[src/rtl/eic_pkg.sv]
package eic_pkg;
  // register kind, taken from bus_addr[3:2]
  typedef enum logic [1:0] {
    RK_TRIG   = 2'd0,
    RK_MASK   = 2'd1,
    RK_PEND   = 2'd2,
    RK_STATUS = 2'd3
  } reg_kind_e;

  // trigger codes; any code with bit 2 set means both edges
  localparam logic [2:0] TRG_LOW  = 3'b000;
  localparam logic [2:0] TRG_HIGH = 3'b001;
  localparam logic [2:0] TRG_FALL = 3'b010;
  localparam logic [2:0] TRG_RISE = 3'b011;
endpackage

[src/rtl/eic_sync.sv]
module eic_sync #(
  parameter int WIDTH  = 32,
  parameter int STAGES = 2
) (
  input  logic             clk,
  input  logic             rst,
  input  logic [WIDTH-1:0] async_in,
  output logic [WIDTH-1:0] sync_out
);
  logic [WIDTH-1:0] stage_q [STAGES];

  always_ff @(posedge clk) begin
    if (rst) begin
      for (int s = 0; s < STAGES; s++) stage_q[s] <= '0;
    end else begin
      stage_q[0] <= async_in;
      for (int s = 1; s < STAGES; s++) stage_q[s] <= stage_q[s-1];
    end
  end

  assign sync_out = stage_q[STAGES-1];
endmodule

[src/rtl/eic_detect.sv]
module eic_detect
  import eic_pkg::*;
#(
  parameter int NUM_PINS = 32,
  parameter int TRIG_W   = 3
) (
  input  logic                       clk,
  input  logic                       rst,
  input  logic [NUM_PINS-1:0]        level_in,
  input  logic [NUM_PINS*TRIG_W-1:0] trig_flat,
  output logic [NUM_PINS-1:0]        set_vec
);
  logic [NUM_PINS-1:0] prev_q;

  // previous sampled level, used for edge comparison
  always_ff @(posedge clk) begin
    if (rst) prev_q <= '0;
    else     prev_q <= level_in;
  end

  for (genvar p = 0; p < NUM_PINS; p++) begin : g_pin
    logic [TRIG_W-1:0] code;
    logic              cur, old;
    assign code = trig_flat[p*TRIG_W +: TRIG_W];
    assign cur  = level_in[p];
    assign old  = prev_q[p];

    always_comb begin
      if (code[2]) begin
        set_vec[p] = cur ^ old;
      end else begin
        case (code)
          TRG_LOW:  set_vec[p] = ~cur;
          TRG_HIGH: set_vec[p] = cur;
          TRG_FALL: set_vec[p] = old & ~cur;
          TRG_RISE: set_vec[p] = cur & ~old;
          default:  set_vec[p] = 1'b0;
        endcase
      end
    end
  end
endmodule

[src/rtl/eic_regs.sv]
module eic_regs
  import eic_pkg::*;
#(
  parameter int NUM_PINS      = 32,
  parameter int PINS_PER_BANK = 8,
  parameter int SLOT_W        = 4,
  parameter int TRIG_W        = 3,
  parameter int DATA_W        = 32,
  parameter int ADDR_W        = 4
) (
  input  logic                       clk,
  input  logic                       rst,
  input  logic                       bus_wr,
  input  logic                       bus_rd,
  input  logic [ADDR_W-1:0]          bus_addr,
  input  logic [DATA_W-1:0]          bus_wdata,
  output logic [DATA_W-1:0]          bus_rdata,
  input  logic [NUM_PINS-1:0]        set_vec,
  output logic [NUM_PINS*TRIG_W-1:0] trig_flat,
  output logic [NUM_PINS-1:0]        mask_vec,
  output logic [NUM_PINS-1:0]        pend_vec,
  output logic [NUM_PINS-1:0]        clr_vec
);
  localparam int NUM_BANKS = NUM_PINS / PINS_PER_BANK;
  localparam int BANK_W    = $clog2(NUM_BANKS);

  logic [TRIG_W-1:0]       trig_q [NUM_PINS];
  logic [NUM_PINS-1:0]     mask_q, pend_q;
  reg_kind_e               kind;
  logic [BANK_W-1:0]       bank;
  logic [DATA_W-1:0]       trig_word;
  logic                    unused_bits;

  assign kind = reg_kind_e'(bus_addr[ADDR_W-1 -: 2]);
  assign bank = bus_addr[BANK_W-1:0];
  assign unused_bits = ^{bus_wdata, bus_addr};

  // write-one-to-clear request for the pending banks
  always_comb begin
    clr_vec = '0;
    if (bus_wr && kind == RK_PEND)
      clr_vec[bank*PINS_PER_BANK +: PINS_PER_BANK] = bus_wdata[PINS_PER_BANK-1:0];
  end

  // trigger fields and masks
  always_ff @(posedge clk) begin
    if (rst) begin
      for (int p = 0; p < NUM_PINS; p++) trig_q[p] <= TRG_LOW;
      mask_q <= '1;
    end else if (bus_wr) begin
      if (kind == RK_TRIG) begin
        for (int k = 0; k < PINS_PER_BANK; k++)
          trig_q[bank*PINS_PER_BANK + k] <= bus_wdata[k*SLOT_W +: TRIG_W];
      end
      if (kind == RK_MASK)
        mask_q[bank*PINS_PER_BANK +: PINS_PER_BANK] <= bus_wdata[PINS_PER_BANK-1:0];
    end
  end

  // pending: a new event outranks a clear of the same bit
  always_ff @(posedge clk) begin
    if (rst) pend_q <= '0;
    else     pend_q <= (pend_q & ~clr_vec) | set_vec;
  end

  // trigger word view for read-back; pad bits read 0
  always_comb begin
    trig_word = '0;
    for (int k = 0; k < PINS_PER_BANK; k++)
      trig_word[k*SLOT_W +: TRIG_W] = trig_q[bank*PINS_PER_BANK + k];
  end

  always_ff @(posedge clk) begin
    if (rst) begin
      bus_rdata <= '0;
    end else if (bus_rd) begin
      bus_rdata <= '0;
      case (kind)
        RK_TRIG:   bus_rdata <= trig_word;
        RK_MASK:   bus_rdata[PINS_PER_BANK-1:0] <= mask_q[bank*PINS_PER_BANK +: PINS_PER_BANK];
        RK_PEND:   bus_rdata[PINS_PER_BANK-1:0] <= pend_q[bank*PINS_PER_BANK +: PINS_PER_BANK];
        RK_STATUS: bus_rdata[PINS_PER_BANK-1:0] <= pend_q[bank*PINS_PER_BANK +: PINS_PER_BANK]
                                                 & ~mask_q[bank*PINS_PER_BANK +: PINS_PER_BANK];
        default:   bus_rdata <= '0;
      endcase
    end
  end

  for (genvar p = 0; p < NUM_PINS; p++) begin : g_flat
    assign trig_flat[p*TRIG_W +: TRIG_W] = trig_q[p];
  end

  assign mask_vec = mask_q;
  assign pend_vec = pend_q;
endmodule

[src/rtl/ext_irq_ctrl.sv]
module ext_irq_ctrl #(
  parameter int NUM_PINS      = 32,
  parameter int NUM_DIRECT    = 16,
  parameter int PINS_PER_BANK = 8,
  parameter int SLOT_W        = 4,
  parameter int TRIG_W        = 3,
  parameter int DATA_W        = 32,
  parameter int ADDR_W        = 4,
  parameter int SYNC_STAGES   = 2
) (
  input  logic                  clk,
  input  logic                  rst,
  input  logic [NUM_PINS-1:0]   pins,
  input  logic                  bus_wr,
  input  logic                  bus_rd,
  input  logic [ADDR_W-1:0]     bus_addr,
  input  logic [DATA_W-1:0]     bus_wdata,
  output logic [DATA_W-1:0]     bus_rdata,
  output logic [NUM_DIRECT-1:0] irq_direct,
  output logic                  irq_group
);
  localparam int NUM_SHARED = NUM_PINS - NUM_DIRECT;

  logic [NUM_PINS-1:0]        pins_sync;
  logic [NUM_PINS-1:0]        set_vec, clr_vec, mask_vec, pend_vec, live_vec;
  logic [NUM_PINS*TRIG_W-1:0] trig_flat;

  eic_sync #(.WIDTH(NUM_PINS), .STAGES(SYNC_STAGES)) u_sync (
    .clk(clk), .rst(rst), .async_in(pins), .sync_out(pins_sync)
  );

  eic_detect #(.NUM_PINS(NUM_PINS), .TRIG_W(TRIG_W)) u_detect (
    .clk(clk), .rst(rst), .level_in(pins_sync), .trig_flat(trig_flat),
    .set_vec(set_vec)
  );

  eic_regs #(
    .NUM_PINS(NUM_PINS), .PINS_PER_BANK(PINS_PER_BANK), .SLOT_W(SLOT_W),
    .TRIG_W(TRIG_W), .DATA_W(DATA_W), .ADDR_W(ADDR_W)
  ) u_regs (
    .clk(clk), .rst(rst), .bus_wr(bus_wr), .bus_rd(bus_rd),
    .bus_addr(bus_addr), .bus_wdata(bus_wdata), .bus_rdata(bus_rdata),
    .set_vec(set_vec), .trig_flat(trig_flat), .mask_vec(mask_vec),
    .pend_vec(pend_vec), .clr_vec(clr_vec)
  );

  assign live_vec = pend_vec & ~mask_vec;

  always_ff @(posedge clk) begin
    if (rst) begin
      irq_direct <= '0;
      irq_group  <= 1'b0;
    end else begin
      irq_direct <= live_vec[NUM_DIRECT-1:0];
      irq_group  <= |live_vec[NUM_PINS-1 -: NUM_SHARED];
    end
  end
endmodule

[config.mk]
export PLATFORM = sky130hd
export DESIGN_NAME = ext_irq_ctrl
export DESIGN_NICKNAME = d
export VERILOG_FILES = /design/src/rtl/eic_pkg.sv /design/src/rtl/eic_sync.sv /design/src/rtl/eic_detect.sv /design/src/rtl/eic_regs.sv /design/src/rtl/ext_irq_ctrl.sv
export SDC_FILE = /design/constraint.sdc
export NUM_CORES = 1
export LEC_CHECK = 0
export BUFFER_PORTS_ARGS = -buffer_cell sky130_fd_sc_hd__buf_2
export CORE_MARGIN = 2
export CORE_UTILIZATION = 46
export DETAILED_ROUTE_END_ITERATION = 6
export HOLD_SLACK_MARGIN = 0.1
export PLACE_DENSITY_LB_ADDON = 0.15
export SLEW_MARGIN = 10
export SYNTH_ARGS = -nofsm -noshare
export SYNTH_HDL_FRONTEND = slang
export SYNTH_SLANG_ARGS = --single-unit
[constraint.sdc]
create_clock -name clk -period 2.95 [get_ports clk]
set_clock_uncertainty 0.15 [all_clocks]
set_input_delay 0.295 -clock clk [delete_from_list [all_inputs] [get_ports clk]]
set_output_delay 0.295 -clock clk [all_outputs]
set_load 0.05 [all_outputs]
; Word level (Yosys, flattened, before mapping)
; Memory sizes are Yosys's and may differ from the RTL's.
; Index checks and enable logic that the tools add are counted.
[totals]
reg_bits = 145
ram_bits = 160
inputBits = 72
out_inout_bits = 49
word_cells = 434
mem_count = 2
[classes]
add_sub_neg = 8
n_eq_ne = 99
n_shift = 4
n_mux = 101
n_bitwise = 170
reduce_logical = 44
[memory_table]
columns = name, depth, width, read_ports, rd_ports_with_merged_regs, write_ports, line
row1 = u_regs.trig_q, 32, 3, 40, 0, 32, eic_regs.sv:27  ; logic [TRIG_W-1:0] trig_q [NUM_PINS];
row2 = u_sync.stage_q, 2, 32, 2, 0, 2, eic_sync.sv:10  ; logic [WIDTH-1:0] stage_q [STAGES];
[op_table]
columns = operator, count
row1 = "3-bit by 2-bit equality test with 1-bit output, second input constant", 64
row2 = 1-bit case mux with 4 select lines, 32
row3 = 32-bit bitwise AND, 3
row4 = "3-bit by 1-bit equality test with 1-bit output, second input constant", 32
row5 = 3-bit zero test, 32
row6 = 32-bit 2-to-1 mux, 3
row7 = 1-bit bitwise AND, 64
row8 = 1-bit inverter, 64
row9 = 32-bit inverter, 2
row10 = 32-bit by 6-bit indexed part select with 8-bit output, 2
row11 = 1-bit 2-to-1 mux, 47
row12 = 5-bit 2-to-1 mux, 8
row13 = 5-bit negation with 34-bit output, 1
row14 = "8-bit by 34-bit variable shift with 32-bit output, first input constant", 1
row15 = 8-bit by 34-bit indexed part select with 32-bit output, 1
row16 = 32-bit bitwise mux, 1
row17 = 32-bit OR, 1
row18 = 8-bit case mux with 4 select lines, 1
row19 = 1-bit bitwise XOR, 32
row20 = 3-bit 2-to-1 mux, 8
row21 = 3-bit OR reduction, 8
row22 = 23-bit 2-to-1 mux, 1
row23 = "5-bit by 3-bit adder with 5-bit output, second input constant", 4
row24 = 16-bit OR reduction, 1
row25 = 10 further kinds, 13

; Longest topological paths before layout
[logic_depth]
word_depth = 7
mapped_depth = 12
ltp_nobuf = 6

; By module
; A second synthesis with hierarchy kept.
[unflattened]
cells_unflattened = 1352
hier_area_um2 = 14421.3
[modules_own_cells]
columns = module, n_inst, cells_per_inst, area_per_inst_um2, seq_area_each_um2
row1 = eic_regs, 1, 739, 8500.7, 4684.5
row2 = eic_detect, 1, 386, 3096.7, 640.6
row3 = eic_sync, 1, 167, 2158.3, 1281.2
row4 = ext_irq_ctrl, 1, 60, 665.6, 340.3

; Least setup slack after synthesis
; OpenSTA, ideal clock, no wires.
[synth_timing]
path_kind = input to register
from = input bus_addr[0]
to = memory u_regs.trig_q[0][0] (enable)
arrival_time_ns = 2.186
t_required_ns = 2.420
setup_slack_ns = 0.234
cell_stages = 9
n_path_buf = 6
cell_sequence = buf_6 buf_12 buf_12 buf_6 inv_1 ha_1 clkbuf_1 clkbuf_1 a21o_1
[synth_rtl]
columns = element, line
row1 = from (decl), ext_irq_ctrl.sv:16  ; input logic [ADDR_W-1:0] bus_addr,
row2 = to (decl), eic_regs.sv:27

==> report_table.html <==
<table>
<tr><th>Metric</th><th>Value</th></tr>
<tr><th colspan="2">Cells and area</th></tr>
<tr><td>P&amp;R area growth vs syn</td><td>18.20%</td></tr>
<tr><td>Most common library cell in the layout ignoring fill and taps</td><td>sky130_fd_sc_hd__dfxtp_1</td></tr>
<tr><td>Fill count</td><td>about 2600</td></tr>
<tr><td>Top library cells by usage in the layout, fill and taps aside</td><td>203 x sky130_fd_sc_hd__dfxtp_1, 107 x sky130_fd_sc_hd__buf_2, 96 x sky130_fd_sc_hd__and3_1, 96 x sky130_fd_sc_hd__edfxtp_1, 92 x sky130_fd_sc_hd__nor2_1</td></tr>
<tr><td>Share of layout cells above drive strength 1</td><td>between 10% and 20%</td></tr>
<tr><td>Number of antenna repair diodes</td><td>0</td></tr>
<tr><td>NumNets Final</td><td>~1500</td></tr>
<tr><th colspan="2">Critical path</th></tr>
<tr><td>Setup crit start kind</td><td>input port</td></tr>
<tr><td>Kind of critical path</td><td>input port to flop</td></tr>
<tr><td>Highest net fanout along the worst path</td><td>35</td></tr>
<tr><td>Required time reported for the critical path endpoint</td><td>3.06 ns</td></tr>
<tr><td>Kind of end point of the critical path</td><td>flop</td></tr>
<tr><td>Data arrival time of the worst path</td><td>about 2.4 ns</td></tr>
<tr><th colspan="2">STA</th></tr>
<tr><td>Slew at the pin closest to its max-slew limit</td><td>~0.76 ns</td></tr>
<tr><td>RSZ-0062 raised after global routing</td><td>no</td></tr>
<tr><td>Worst max-slew margin expressed relative to the limit</td><td>roughly 50%</td></tr>
<tr><td>Peak Freq</td><td>between 400 and 500 MHz</td></tr>
<tr><td>Setup TNS</td><td>0 ns</td></tr>
<tr><td>Final setup violation count</td><td>0</td></tr>
<tr><td>Share of the cycle needed by the critical path after routing</td><td>slightly below 80%</td></tr>
<tr><td>Worst Setup Slack, final</td><td>0.6372 ns</td></tr>
<tr><td>Fin. max-slew vios</td><td>0</td></tr>
<tr><td>Time the final worst path needs with I/O delays and setup</td><td>2.313 ns</td></tr>
<tr><td>Final Hold Vio Count</td><td>0</td></tr>
<tr><th colspan="2">Placement</th></tr>
<tr><td>Setup WS pre-CTS</td><td>0.2657 ns</td></tr>
<tr><td>Count of port buffers added during placement</td><td>approximately 110</td></tr>
<tr><td>Final Wtd Congestion</td><td>0.8001</td></tr>
<tr><td>Post-DP HPWL</td><td>approximately 24 mm</td></tr>
<tr><th colspan="2">Power and ir drop</th></tr>
<tr><td>Total Power</td><td>9.443 mW</td></tr>
<tr><td>Total power per unit cell area</td><td>roughly 590 mW/mm²</td></tr>
<tr><td>Leakage power</td><td>about 6.6 nW</td></tr>
<tr><td>Worst-case vdd ir drop</td><td>0.0003857 V</td></tr>
<tr><th colspan="2">Floorplanning</th></tr>
<tr><td>Placement row count</td><td>62</td></tr>
<tr><td>Num ports</td><td>about 120</td></tr>
<tr><td>Die width</td><td>about 180 µm</td></tr>
<tr><td>Initial Utilization</td><td>~47%</td></tr>
<tr><td>Placeable core region</td><td>around 0.029 mm²</td></tr>
<tr><td>Die area</td><td>about 0.031 mm²</td></tr>
<tr><td>Height of the chip</td><td>approximately 180 µm</td></tr>
<tr><th colspan="2">Outcome</th></tr>
<tr><td>Result of the run</td><td>finished clean</td></tr>
<tr><th colspan="2">Global route</th></tr>
<tr><td>GRT Resource Usage Total</td><td>a little under a quarter</td></tr>
<tr><td>Wire length of the first global-routing pass</td><td>roughly 55 mm</td></tr>
<tr><td>Initial antenna violation count</td><td>0</td></tr>
<tr><td>GR Overflow Total</td><td>0</td></tr>
<tr><td>Pin count of the biggest net entering global routing</td><td>85</td></tr>
<tr><td>Vias in the first global route</td><td>approximately 9400</td></tr>
<tr><th colspan="2">Yosys</th></tr>
<tr><td>Yosys warns</td><td>0</td></tr>
<tr><td>Unique masters post-synth</td><td>51</td></tr>
<tr><td>Mean Syn Cell Area</td><td>~11 µm²</td></tr>
<tr><td>Post-synthesis sequential element count</td><td>299</td></tr>
<tr><td>Predominant post-synthesis flop cell</td><td>sky130_fd_sc_hd__dfxtp_1</td></tr>
<tr><td>Mapped cell area</td><td>between 0.01 and 0.015 mm²</td></tr>
<tr><td>Sequential area share after synthesis</td><td>51.11%</td></tr>
<tr><td>Top area cells in the synthesized netlist</td><td>sky130_fd_sc_hd__dfxtp_1 30%, sky130_fd_sc_hd__edfxtp_1 21%, sky130_fd_sc_hd__ha_1 6.5%</td></tr>
<tr><td>Library cell occupying the most area in the post-synthesis netlist</td><td>sky130_fd_sc_hd__dfxtp_1</td></tr>
<tr><td>Asr flop ratio synth</td><td>0%</td></tr>
<tr><td>Number of synthesized flops with an enable pin</td><td>96</td></tr>
<tr><td>Post-synthesis instance total</td><td>roughly 1200</td></tr>
<tr><td>Area share of the largest cell type after synthesis</td><td>29.90%</td></tr>
<tr><th colspan="2">Clocking</th></tr>
<tr><td># H-tree levels</td><td>1</td></tr>
<tr><td>Worst-path clk slew</td><td>0.06 ns</td></tr>
<tr><td>CTS max path bufs</td><td>3</td></tr>
<tr><td>Clock tree from TritonCTS</td><td>yes</td></tr>
<tr><td># resized after CTS</td><td>0</td></tr>
<tr><td>Clk root buf</td><td>sky130_fd_sc_hd__clkbuf_16</td></tr>
<tr><td>Clock buffer count from CTS</td><td>31</td></tr>
<tr><td>TritonCTS Sinks</td><td>about 300</td></tr>
<tr><td>Worst skew pair latency</td><td>between 0.5 and 0.6 ns</td></tr>
<tr><th colspan="2">Route</th></tr>
<tr><td>Final routed wire length divided by cell count</td><td>slightly below 20 µm</td></tr>
<tr><td>Detailed route wirelength on metal3</td><td>between 2 and 2.5 mm</td></tr>
<tr><td>Wire length reported by the detailed router</td><td>about 35 mm</td></tr>
<tr><td>Final routed DRC violation total</td><td>0</td></tr>
<tr><td>Final antenna-violating net count</td><td>0</td></tr>
<tr><td>Total via count in the routed design</td><td>between 9000 and 10000</td></tr>
<tr><td>Length of routed met2 wiring</td><td>about 15 mm</td></tr>
<tr><td>Top sig layer</td><td>met4</td></tr>
<tr><td>DRT iter0 DRCs</td><td>between 700 and 800</td></tr>
<tr><td>Routed met1 length</td><td>about 17 mm</td></tr>
<tr><td>Via-per-instance ratio</td><td>5.406</td></tr>
<tr><td>Detailed Routing Iterations Pass 1</td><td>5</td></tr>
<tr><th colspan="2">Run</th></tr>
<tr><td>Max-cap violations</td><td>0</td></tr>
<tr><th colspan="2">Hold path</th></tr>
<tr><td>Hold Crit Class</td><td>input port to flop</td></tr>
</table>
## state kept, by name, indices dropped and copies added, names as in the netlist
signal	count
u_regs.trig_q	96
u_sync.stage_q	64
u_detect.prev_q	32
u_regs.mask_vec	32
u_regs.pend_vec	32
u_regs.bus_rdata	26
irq_direct	16
irq_group	1
## power breakdown
| part | switching, mW | internal, mW |
|---|---|---|
| Combinational | 0.500 | 0.397 |
| Sequential | 0.182 | 4.45 |
| Clock | 1.60 | 2.31 |
| Total | 2.28 | 7.16 |
## per-layer routing
layer | vias to the layer above | GRT usage (%)
met5 | - | 0
met4 | 0 | 5.406
met3 | 43 | 3.398
met2 | 296 | 35.56
met1 | 4679 | 33.59
li1 | 4670 | -
## worst paths after layout
kind | cells after the start | startpoint | slack, ns | to
worst min register to register | 1 | u_sync.stage_q[0][16] | 0.28 | u_sync.stage_q[0][48]
worst max-delay path | 6 | rst | 0.64 | u_regs.trig_q[31][1]
worst min-delay path | 4 | bus_addr[3] | 0.13 | u_regs.bus_rdata[2]
worst max register to register | 4 | u_regs.mask_vec[13] | 1.14 | u_regs.bus_rdata[5]
## cell families (layout without fill, tap and decap cells)
kind of cell / after synthesis / in the layout / share of synthesized area (%)
multiplexers: 70 / 70 / 8.837
other: 1 / 6 / 0.02759
XOR/XNOR: 1 / 1 / 0.06445
flip-flops: 299 / 299 / 51.11
AND/OR/NAND/NOR: 420 / 420 / 17.21
buffers and inverters: 162 / 338 / 5.597
adder cells (fa/ha/maj): 71 / 71 / 6.536
AO/OA/AOI/OAI: 203 / 203 / 10.61
## stage by stage
| stage | util [%] | area (µm²) | hold slack [ns] | std cells |
|---|---|---|---|---|
| 2_1_floorplan | - | 13610 | 0.2628 | 1232 |
| 3_5_place_dp | 49.95 | 14450 | 0.2704 | 1676 |
| 6_report | 55.52 | 16070 | 0.1255 | 1792 |
| 3_3_place_gp | 49.95 | 14450 | 0.2665 | 1676 |
| 5_1_grt | 55.52 | 16070 | 0.1335 | 1792 |
| 4_1_cts | 55.52 | 16070 | 0.1073 | 1792 |
## synthesized netlist by cell type (21+ instances only)
| library cell | instances |
|---|---|
| sky130_fd_sc_hd__dfxtp_1 | 203 |
| sky130_fd_sc_hd__and3_1 | 96 |
| sky130_fd_sc_hd__edfxtp_1 | 96 |
| sky130_fd_sc_hd__nor2_1 | 92 |
| sky130_fd_sc_hd__inv_1 | 87 |
| sky130_fd_sc_hd__nor2b_1 | 82 |
| sky130_fd_sc_hd__ha_1 | 71 |
| sky130_fd_sc_hd__nand2b_1 | 64 |
| sky130_fd_sc_hd__nand2_1 | 53 |
| sky130_fd_sc_hd__clkbuf_1 | 49 |
| sky130_fd_sc_hd__a21oi_1 | 34 |
| sky130_fd_sc_hd__o21ai_0 | 33 |
| sky130_fd_sc_hd__a211o_1 | 32 |
| sky130_fd_sc_hd__a31oi_1 | 32 |
| sky130_fd_sc_hd__mux4_2 | 21 |
## repair_timing
| item | 4_1_cts | 5_1_grt |
|---|---|---|
| buffers inserted | 0 | 0 |
| endpoints found under the setup margin | 0 | 0 |
| hold endpoints to repair | 161 | 0 |
| hold buffers | 59 | 0 |
## critical path, cell delays in order
cell and delay [ns]:
sky130_fd_sc_hd__dlygate4sd3_1 0.55, sky130_fd_sc_hd__buf_6 0.20, sky130_fd_sc_hd__nor4b_4 0.49, sky130_fd_sc_hd__buf_4 0.27
sky130_fd_sc_hd__a21o_1 0.33, sky130_fd_sc_hd__buf_12 0.23
## layout make-up
class / count / area (µm²) / area share (%)
clock buffers: 42 / 868.3 / 5.405
clock inverters: 15 / 153.9 / 0.9579
inverters: 87 / 326.6 / 2.033
multi-input cells: 771 / 5912 / 36.80
flip-flops and latches: 299 / 6947 / 43.24
well taps: 384 / 480.5 / 2.991
repair buffers: 194 / 1378 / 8.575
(Power assumes the default switching activity.)
